<file path="config.mk">
export PLATFORM = sky130hd
export DESIGN_NAME = ycc422_to_444
export DESIGN_NICKNAME = d
export VERILOG_FILES = /design/src/rtl/ycc_up_pkg.sv /design/src/rtl/ycc_up_phase.sv /design/src/rtl/ycc_up_window.sv /design/src/rtl/ycc_up_avg.sv /design/src/rtl/ycc422_to_444.sv
export SDC_FILE = /design/constraint.sdc
export NUM_CORES = 1
export LEC_CHECK = 0
export ABC_CLOCK_PERIOD_IN_PS = 7300
export BUFFER_PORTS_ARGS = -buffer_cell sky130_fd_sc_hd__buf_2
export CORE_ASPECT_RATIO = 0.8
export CORE_MARGIN = 2
export CORE_UTILIZATION = 60
export DETAILED_ROUTE_END_ITERATION = 10
export GPL_TIMING_DRIVEN = 0
export PLACE_DENSITY = 0.79
export RECOVER_POWER = 50
export SYNTH_ARGS = -nofsm -noshare
export SYNTH_HDL_FRONTEND = slang
export SYNTH_HIERARCHICAL = 1
export SYNTH_SLANG_ARGS = --single-unit
</file>
<file path="constraint.sdc">
create_clock -name clk -period 7.3 [get_ports clk]
set_clock_uncertainty 0.15 [all_clocks]
set_input_delay 1.46 -clock clk [delete_from_list [all_inputs] [get_ports clk]]
set_output_delay 1.46 -clock clk [all_outputs]
set_load 0.02 [all_outputs]
</file>
<file path="src/rtl/ycc_up_pkg.sv">
// Shared definitions for the 4:2:2 to 4:4:4 upsampler.
// Assumes: nothing beyond IEEE 1800-2017 packed types.
package ycc_up_pkg;
    // Number of beats the output tap looks ahead of the current beat.
    localparam int LOOKAHEAD = 3;

    typedef enum logic {
        BUS_SERIAL   = 1'b0,
        BUS_PARALLEL = 1'b1
    } bus_mode_e;

    // Control tag carried alongside every beat through the window.
    typedef struct packed {
        logic       valid;
        logic       sof;
        logic       eol;
        logic [1:0] phase;
    } beat_tag_t;
endpackage

</file>
<file path="src/rtl/ycc_up_phase.sv">
// Entry phase tracker: labels each incoming beat with its position in the
// pixel pair (serial: 0=Cb 1=Y 2=Cr 3=Y, parallel: 0=even 1=odd).
// Assumes lines start on a Cb sample / even pixel.
module ycc_up_phase
    import ycc_up_pkg::*;
(
    input  logic      clk,
    input  logic      rst_n,
    input  logic      par_sel,
    input  logic      in_valid,
    input  logic      in_sof,
    input  logic      in_eol,
    output beat_tag_t tag
);
    logic [1:0] ph_q;
    logic [1:0] ph_now;
    logic       fresh_q;

    // Phase of the present beat: restart on frame start or new line.
    always_comb begin
        ph_now = (in_sof || fresh_q) ? 2'd0 : ph_q;
        tag    = '{valid: in_valid, sof: in_sof, eol: in_eol, phase: ph_now};
    end

    // Advance the expected phase and remember whether a line just ended.
    always_ff @(posedge clk) begin
        if (!rst_n) begin
            ph_q    <= 2'd0;
            fresh_q <= 1'b1;
        end else if (in_valid) begin
            fresh_q <= in_eol;
            if (par_sel == BUS_PARALLEL) begin
                ph_q <= {1'b0, ~ph_now[0]};
            end else begin
                ph_q <= ph_now + 2'd1;
            end
        end
    end
endmodule

</file>
<file path="src/rtl/ycc_up_window.sv">
// Beat window: a shift line of DEPTH stages that moves every cycle, so the
// stage at DEPTH-1 is the current beat and lower stages are later beats.
// Assumes valid beats inside a line are back to back.
module ycc_up_window
    import ycc_up_pkg::*;
#(
    parameter int DATA_W = 16,
    parameter int DEPTH  = 4
) (
    input  logic                          clk,
    input  logic                          rst_n,
    input  beat_tag_t                     tag_in,
    input  logic [DATA_W-1:0]             data_in,
    output beat_tag_t [DEPTH-1:0]         tag_q,
    output logic [DEPTH-1:0][DATA_W-1:0]  data_q
);
    // Shift tags and data one stage per cycle.
    always_ff @(posedge clk) begin
        if (!rst_n) begin
            tag_q  <= '0;
            data_q <= '0;
        end else begin
            tag_q[0]  <= tag_in;
            data_q[0] <= data_in;
            for (int i = 1; i < DEPTH; i++) begin
                tag_q[i]  <= tag_q[i-1];
                data_q[i] <= data_q[i-1];
            end
        end
    end
endmodule

</file>
<file path="src/rtl/ycc_up_avg.sv">
// Chroma interpolator for one channel: rounded mean of the left and right
// samples, or the left sample alone when no right neighbour exists.
// Assumes unsigned samples.
module ycc_up_avg #(
    parameter int SAMPLE_W = 8
) (
    input  logic [SAMPLE_W-1:0] left,
    input  logic [SAMPLE_W-1:0] right,
    input  logic                use_right,
    output logic [SAMPLE_W-1:0] result
);
    logic [SAMPLE_W:0]   sum;
    logic [SAMPLE_W-1:0] lo_v;
    logic [SAMPLE_W-1:0] hi_v;

    // Round-half-up mean, or repeat of the left value at a line edge.
    always_comb begin
        sum    = {1'b0, left} + {1'b0, right} + {{SAMPLE_W{1'b0}}, 1'b1};
        result = use_right ? sum[SAMPLE_W:1] : left;
    end

    // Bounds for the check below.
    always_comb begin
        lo_v = (left < right) ? left : right;
        hi_v = (left < right) ? right : left;
    end

    // an interpolated value never leaves the span of its neighbours.
    always_comb begin
        a_r4_avg_in_span: assert (result >= lo_v && result <= hi_v)
            else $error("interpolated chroma outside neighbour span");
    end
endmodule

</file>
<file path="src/rtl/ycc422_to_444.sv">
// 4:2:2 to 4:4:4 chroma upsampler top. Tags each beat with its pair phase,
// holds LOOKAHEAD future beats in a window and builds one {Y,Cb,Cr} triple per
// luma beat with a fixed latency of LOOKAHEAD+1 cycles.
// Assumes even line width, back-to-back beats within a line, par_sel static
// during a frame.
module ycc422_to_444
    import ycc_up_pkg::*;
#(
    parameter int SAMPLE_W = 8
) (
    input  logic                  clk,
    input  logic                  rst_n,
    input  logic                  par_sel,
    input  logic                  in_valid,
    input  logic                  in_sof,
    input  logic                  in_eol,
    input  logic [2*SAMPLE_W-1:0] in_data,
    output logic                  out_valid,
    output logic                  out_sof,
    output logic [3*SAMPLE_W-1:0] out_data
);
    localparam int DATA_W = 2 * SAMPLE_W;
    localparam int DEPTH  = LOOKAHEAD + 1;
    localparam int CUR    = DEPTH - 1;
    localparam int NX1    = DEPTH - 2;
    localparam int NX2    = DEPTH - 3;
    localparam int NX3    = DEPTH - 4;

    beat_tag_t                        tag_in;
    beat_tag_t [DEPTH-1:0]            tag_w;
    logic [DEPTH-1:0][DATA_W-1:0]     data_w;
    logic [DEPTH-1:0][SAMPLE_W-1:0]   lo_w;
    beat_tag_t                        cur;

    logic [1:0][SAMPLE_W-1:0] avg_l;
    logic [1:0][SAMPLE_W-1:0] avg_r;
    logic [1:0][SAMPLE_W-1:0] avg_o;

    logic [SAMPLE_W-1:0] hold_cb_q, hold_cb_d;
    logic [SAMPLE_W-1:0] hold_cr_q, hold_cr_d;
    logic                hold_sof_q, hold_sof_d;
    logic                nx_valid, nx_sof;
    logic [SAMPLE_W-1:0] nx_y, nx_cb, nx_cr;

    ycc_up_phase i_phase (
        .clk      (clk),
        .rst_n    (rst_n),
        .par_sel  (par_sel),
        .in_valid (in_valid),
        .in_sof   (in_sof),
        .in_eol   (in_eol),
        .tag      (tag_in)
    );

    ycc_up_window #(
        .DATA_W (DATA_W),
        .DEPTH  (DEPTH)
    ) i_window (
        .clk     (clk),
        .rst_n   (rst_n),
        .tag_in  (tag_in),
        .data_in (in_data),
        .tag_q   (tag_w),
        .data_q  (data_w)
    );

    // Lower byte of every window stage (serial sample or parallel chroma).
    for (genvar g = 0; g < DEPTH; g++) begin : g_lo
        assign lo_w[g] = data_w[g][SAMPLE_W-1:0];
    end

    assign cur = tag_w[CUR];

    // Right neighbours: next Cb is one beat ahead in both modes, next Cr is
    // two beats ahead in parallel and three in serial.
    always_comb begin
        avg_l[0] = hold_cb_q;
        avg_r[0] = lo_w[NX1];
        avg_l[1] = hold_cr_q;
        avg_r[1] = (par_sel == BUS_PARALLEL) ? lo_w[NX2] : lo_w[NX3];
    end

    // One interpolator per chroma channel.
    for (genvar c = 0; c < 2; c++) begin : g_chan
        ycc_up_avg #(.SAMPLE_W(SAMPLE_W)) i_avg (
            .left      (avg_l[c]),
            .right     (avg_r[c]),
            .use_right (!cur.eol),
            .result    (avg_o[c])
        );
    end

    // Decide the triple for the current beat and what the pair holds keep.
    always_comb begin
        nx_valid   = 1'b0;
        nx_sof     = 1'b0;
        nx_y       = lo_w[CUR];
        nx_cb      = '0;
        nx_cr      = '0;
        hold_cb_d  = hold_cb_q;
        hold_cr_d  = hold_cr_q;
        hold_sof_d = hold_sof_q;
        if (cur.valid) begin
            if (par_sel == BUS_PARALLEL) begin
                nx_valid = 1'b1;
                nx_y     = data_w[CUR][DATA_W-1:SAMPLE_W];
                if (!cur.phase[0]) begin
                    nx_cb     = lo_w[CUR];
                    nx_cr     = lo_w[NX1];
                    nx_sof    = cur.sof;
                    hold_cb_d = lo_w[CUR];
                    hold_cr_d = lo_w[NX1];
                end else begin
                    nx_cb = avg_o[0];
                    nx_cr = avg_o[1];
                end
            end else begin
                case (cur.phase)
                    2'd0: begin
                        hold_cb_d  = lo_w[CUR];
                        hold_sof_d = cur.sof;
                    end
                    2'd1: begin
                        nx_valid  = 1'b1;
                        nx_cb     = hold_cb_q;
                        nx_cr     = lo_w[NX1];
                        nx_sof    = hold_sof_q;
                        hold_cr_d = lo_w[NX1];
                    end
                    2'd3: begin
                        nx_valid = 1'b1;
                        nx_cb    = avg_o[0];
                        nx_cr    = avg_o[1];
                    end
                    default: ;
                endcase
            end
        end
    end

    // Register the triple and the pair holds.
    always_ff @(posedge clk) begin
        if (!rst_n) begin
            out_valid  <= 1'b0;
            out_sof    <= 1'b0;
            out_data   <= '0;
            hold_cb_q  <= '0;
            hold_cr_q  <= '0;
            hold_sof_q <= 1'b0;
        end else begin
            out_valid  <= nx_valid;
            out_sof    <= nx_sof;
            out_data   <= nx_valid ? {nx_y, nx_cb, nx_cr} : '0;
            hold_cb_q  <= hold_cb_d;
            hold_cr_q  <= hold_cr_d;
            hold_sof_q <= hold_sof_d;
        end
    end

    // a serial chroma beat at the tap yields no triple.
    a_r7_chroma_beat_silent: assert property (@(posedge clk) disable iff (!rst_n)
        (par_sel == BUS_SERIAL && cur.valid && !cur.phase[0]) |=> !out_valid);

    // every triple traces back to an input beat LOOKAHEAD+2 edges earlier.
    a_r8_fixed_latency: assert property (@(posedge clk) disable iff (!rst_n)
        out_valid |-> $past(in_valid, 5));

    // the frame marker never appears without a triple.
    a_r6_sof_with_valid: assert property (@(posedge clk) disable iff (!rst_n)
        out_sof |-> out_valid);

    // a frame-start beat enters the window at phase zero.
    a_r9_phase_restart: assert property (@(posedge clk) disable iff (!rst_n)
        (in_valid && in_sof) |=> (tag_w[0].phase == 2'd0));
endmodule

</file>
# After elaboration in Yosys (flattened, before gate mapping)

Index checks and enable logic that the tools add are counted.

Bits in registers: 130
Latch bits: 0
Bits in writable memories: 0
Memory bits (read-only): 0
Output and inout bits: 26
Word-level logic and storage cells: 75
Memories: 0

Add/sub/neg operators: 5
Multipliers: 0
Div/mod/pow operators: 0
$lt $le $gt $ge: 0
Equality and inequality tests: 3
Shift operators: 0
Multiplexer cells: 25
Bitwise logic cells: 2
Reductions and logical operators: 11

Operators with widths:

| cell                | number |
|---|---|
| $mux 8              | 15 |
| $pmux 8 s2          | 2 |
| $add 8x8->9         | 2 |
| $add 9x1->9 const B | 2 |
| $reduce_and 3->1    | 4 |
| $mux 1              | 6 |
| $mux 2              | 2 |
| $reduce_and 2->1    | 2 |
| $reduce_bool 2->1   | 2 |
| $add 2x1->2 const B | 1 |
| $eq 2x1->1 const B  | 1 |
| $eq 2x2->1 const B  | 1 |
| $logic_not 2->1     | 1 |
| $ne 2x2->1 const B  | 1 |
| $not 1->1           | 2 |
| $reduce_or 2->1     | 1 |
| $logic_or 1x1->1    | 1 |

# Depth between registers and ports, before layout

Word-level depth: 6
Mapped depth: 10
Mapped depth without buffers: 8

# Modules after synthesis

The synthesis kept the hierarchy.

By module, submodules not included:

| module                       | times used | cells each | area each (µm²) |
|---|---|---|---|
| ycc_up_window                | 1          | 177        | 2296.0 |
| ycc422_to_444                | 1          | 184        | 1780.5 |
| ycc_up_avg (g_chan[0].i_avg) | 1          | 69         | 500.5 |
| ycc_up_avg (g_chan[1].i_avg) | 1          | 69         | 480.5 |
| ycc_up_phase                 | 1          | 17         | 167.7 |

# Worst setup path before layout

OpenSTA, ideal clock, no wires.

Path type: in2reg
Start: input port par_sel
End: register out_data[5]
Arrival: 3.467 ns
Required time: 7.090 ns
Path slack: 3.623 ns
Cell stages on the path: 9
Path buffers: 2
Cell sequence: buf_6 > clkbuf_1 > mux2_2 > ha_1 > o21ai_2 > a21oi_2 > or4_1 > o211ai_1 > a22o_1

RTL lines:

| element                | RTL line             | source |
|---|---|---|
| start: declaration     | ycc422_to_444.sv:13  | `input logic par_sel,` |
| end signal: assignment | ycc422_to_444.sv:153 | `out_data <= nx_valid ? {nx_y, nx_cb, nx_cr} : '0;` |
| end: declaration       | ycc422_to_444.sv:20  | `output logic [3*SAMPLE_W-1:0] out_data` |

==> flow_summary.json <==
{
  "worst_setup_path_end_kind": "register",
  "post_cts_buffers": 0,
  "clk_pin_slew_ps": 60,
  "die_area_um2": 9476,
  "fin_setup_tns_ps": 0,
  "wirelength_mm": 11.12,
  "cp.required_ps": 7620,
  "fillCellCount": 654,
  "fin_cells": 707,
  "yosys_warnings": 6,
  "grt_max_degree": 17,
  "ir_drop_uv": 266.3,
  "relSlewSlack_pct": 52.87,
  "drc": 0,
  "seq_area_um2": 2603,
  "via_per_inst": 5.545,
  "hold_path.class": "register to register",
  "drv_slew": 0,
  "hold_viol_final": 0,
  "ant_nets": 0,
  "cp-startpoint": "par_sel",
  "powerDensity_nw_per_um2": 257.4,
  "period_share_pct": 51.07,
  "clock-sinks": 130,
  "antenna_found_initial": 0,
  "setup_slack_ps": 3572,
  "crit_type": "input pin to register",
  "r2r-end": "out_data[13]",
  "grt_pass1_vias": 3823,
  "r2r_start": "i_window/data_q[33]",
  "io_buffer_count": 47,
  "fp.dieW_um": 108.3,
  "critPathMaxFanout": 10,
  "drv_cap": 0,
  "synth_nets": 554,
  "syn_inst": 516,
  "whs_path_depth": 1,
  "die_h_um": 87.47,
  "syn2layout_area_growth_pct": 16.59,
  "synth_area_per_cell_um2": 10.13,
  "r2r_slack_ps": 4770,
  "hpwlAfterDp_mm": 7.762,
  "p_leak_nw": 2.453,
  "tightest_slew_ps": 703.9,
  "multi_input_area_um2": 2382,
  "root_buffer": "clkbuf_8",
  "ys_seq_elements": 130,
  "cts-buffers-inserted": 17,
  "routedWlPerCell_um": 15.72,
  "worstHoldStart": "i_window/data_q[25]",
  "ctsResizeCount": 0,
  "vias": 3920,
  "max_freq_mhz": 268.2,
  "fin_area_um2": 6092,
  "power_mw": 1.568,
  "first_pass_iters": 5,
  "grt_overflow": 0,
  "crit_arrival_ps": 4050,
  "setup_viol": 0,
  "tritoncts": "built",
  "min_period_ps": 3728,
  "ys.flop_type": "dfxtp_1",
  "synth_edf_count": 0,
  "dp.cells": 675,
  "globalplace.congestion": 0.8610,
  "dpl_worst_slack_ps": 3119,
  "outcome": "complete, no violations",
  "async_flop_share_pct": 0,
  "clockBufferDepth": 2,
  "holdPathEnd": "i_window/data_q[41]",
  "cts_hold_buf": 0,
  "cp-start-kind": "input pin",
  "netlist_area_um2": 5225,
  "grt_pass1_wl_mm": 18.50,
  "num_rows": 30,
  "ys_types": 58,
  "drtIter0Drc": 227,
  "hold_ws_ps": 282.6,
  "antenna_cells": 0,
  "clock_latency_ps": 520,
  "drive_above_1_share_pct": 19.16,
  "boundaryPins": 48,
  "r2r_cells": 8,
  "htreeDepth": 4,
  "finish.utilization_pct": 71.81,
  "coreArea_um2": 8483,
  "place_area_um2": 5600,
  "synth.yosys.seq_area_share_pct": 49.81,
  "start_util_pct": 61.59,
  "grt_setup_unrepaired": "false",
  "grt_usage_pct": 25.99,
  "nNetsFinal": 620
}
[logic make-up after synthesis]
logic type	share of synthesized area [%]
and+or+nand+nor	21.07
AOI/OAI and AO/OA	15.21
DFF	49.81
adders and majority gates	4.119
buffers and inverters	4.598
xor gates and xnor gates	0.5030
muxes	4.694
[registers in the layout, summed over array words and instances, names as in the netlist]
register         cells
hold_cb_q            8
hold_cr_q            8
hold_sof_q           1
i_phase/fresh_q      1
i_phase/ph_q         2
i_window/data_q     64
i_window/tag_q      20
out_data            24
out_sof              1
out_valid            1
[worst max-delay path by stage]
stage | to | slack, ps | depth (start not counted)
after floorplan | out_data[5] | 3620 | 9
after global placement | out_data[5] | 3180 | 11
after detailed placement | out_data[5] | 3120 | 11
after CTS | out_data[5] | 3620 | 11
after global routing | out_data[5] | 3450 | 11
final | out_data[5] | 3570 | 11
[synth_stat cells, types with 2 or more instances]
| cell type | number | share of area (%) |
|---|---|---|
| nand2_1 | 33 | 2.4 |
| buf_4 | 5 | 0.72 |
| a21boi_0 | 9 | 1.3 |
| nand2b_1 | 4 | 0.48 |
| o21ai_0 | 23 | 2.2 |
| fa_1 | 2 | 0.77 |
| o31ai_1 | 2 | 0.29 |
| inv_1 | 8 | 0.57 |
| nand3_1 | 22 | 2.1 |
| nor2b_1 | 4 | 0.48 |
| nor2_1 | 15 | 1.1 |
| nand4_1 | 3 | 0.36 |
| o2bb2ai_1 | 9 | 1.5 |
| a22o_1 | 8 | 1.3 |
| nand3b_1 | 6 | 0.86 |
| a22oi_1 | 8 | 1.1 |
| buf_2 | 6 | 0.57 |
| clkbuf_1 | 9 | 0.65 |
| o22ai_1 | 8 | 0.96 |
| mux2_2 | 12 | 2.6 |
| and2_1 | 85 | 10 |
| or3_1 | 3 | 0.36 |
| buf_6 | 9 | 1.9 |
| a21oi_1 | 23 | 2.2 |
| nor3_1 | 5 | 0.48 |
| nor2b_4 | 2 | 0.53 |
| xor2_1 | 2 | 0.34 |
| dfxtp_1 | 130 | 50 |
| nand4b_1 | 4 | 0.67 |
| mux2i_1 | 11 | 2.1 |
| o211ai_1 | 5 | 0.72 |
| ha_1 | 14 | 3.4 |
| o311ai_1 | 2 | 0.34 |
[layer usage]
| metal | vias up | GRT usage [%] | share of wire, % |
|---|---|---|---|
| met2 | 122 | 42.20 | 48 |
| met1 | 1845 | 32.63 | 45 |
| met5 | - | 0 | 0 |
| li1 | 1930 | - | - |
| met4 | 0 | 10.26 | 1.9 |
| met3 | 23 | 7.853 | 5.8 |
[cell usage in the layout, fill, tap and decap left out, types with 14 or more instances in the layout]
master / count
o21ai_0: 23
and2_0: 31
clkbuf_1: 22
nor2_1: 15
ha_1: 14
nand3_1: 22
buf_2: 49
nand2_1: 33
dfxtp_1: 130
and2_1: 54
clkbuf_16: 16
a21oi_1: 23
[layout make-up]
type | count | share of cell area [%]
tap | 112 | 2.300
inverter | 9 | 0.5545
clock inverter | 13 | 2.095
buffer | 30 | 2.485
timing repair buffer | 47 | 3.820
clock buffer | 19 | 6.921
multi-input combinational | 347 | 39.10
sequential | 130 | 42.72
[critical path: stages]
cell	delay [ps]
buf_2	130
buf_6	130
clkbuf_1	450
mux2_2	430
nor2_1	150
fa_1	250
nand2b_2	170
a21oi_2	90
or4_1	470
o211ai_1	150
a22o_1	170
[power breakdown]
part | total (mW) | switching [mW] | internal (mW)
clock | 0.772 | 0.316 | 0.456
sequential | 0.733 | 0.00801 | 0.725
combinational | 0.0624 | 0.0337 | 0.0287
Note: power is estimated with default switching activity, not from simulation.
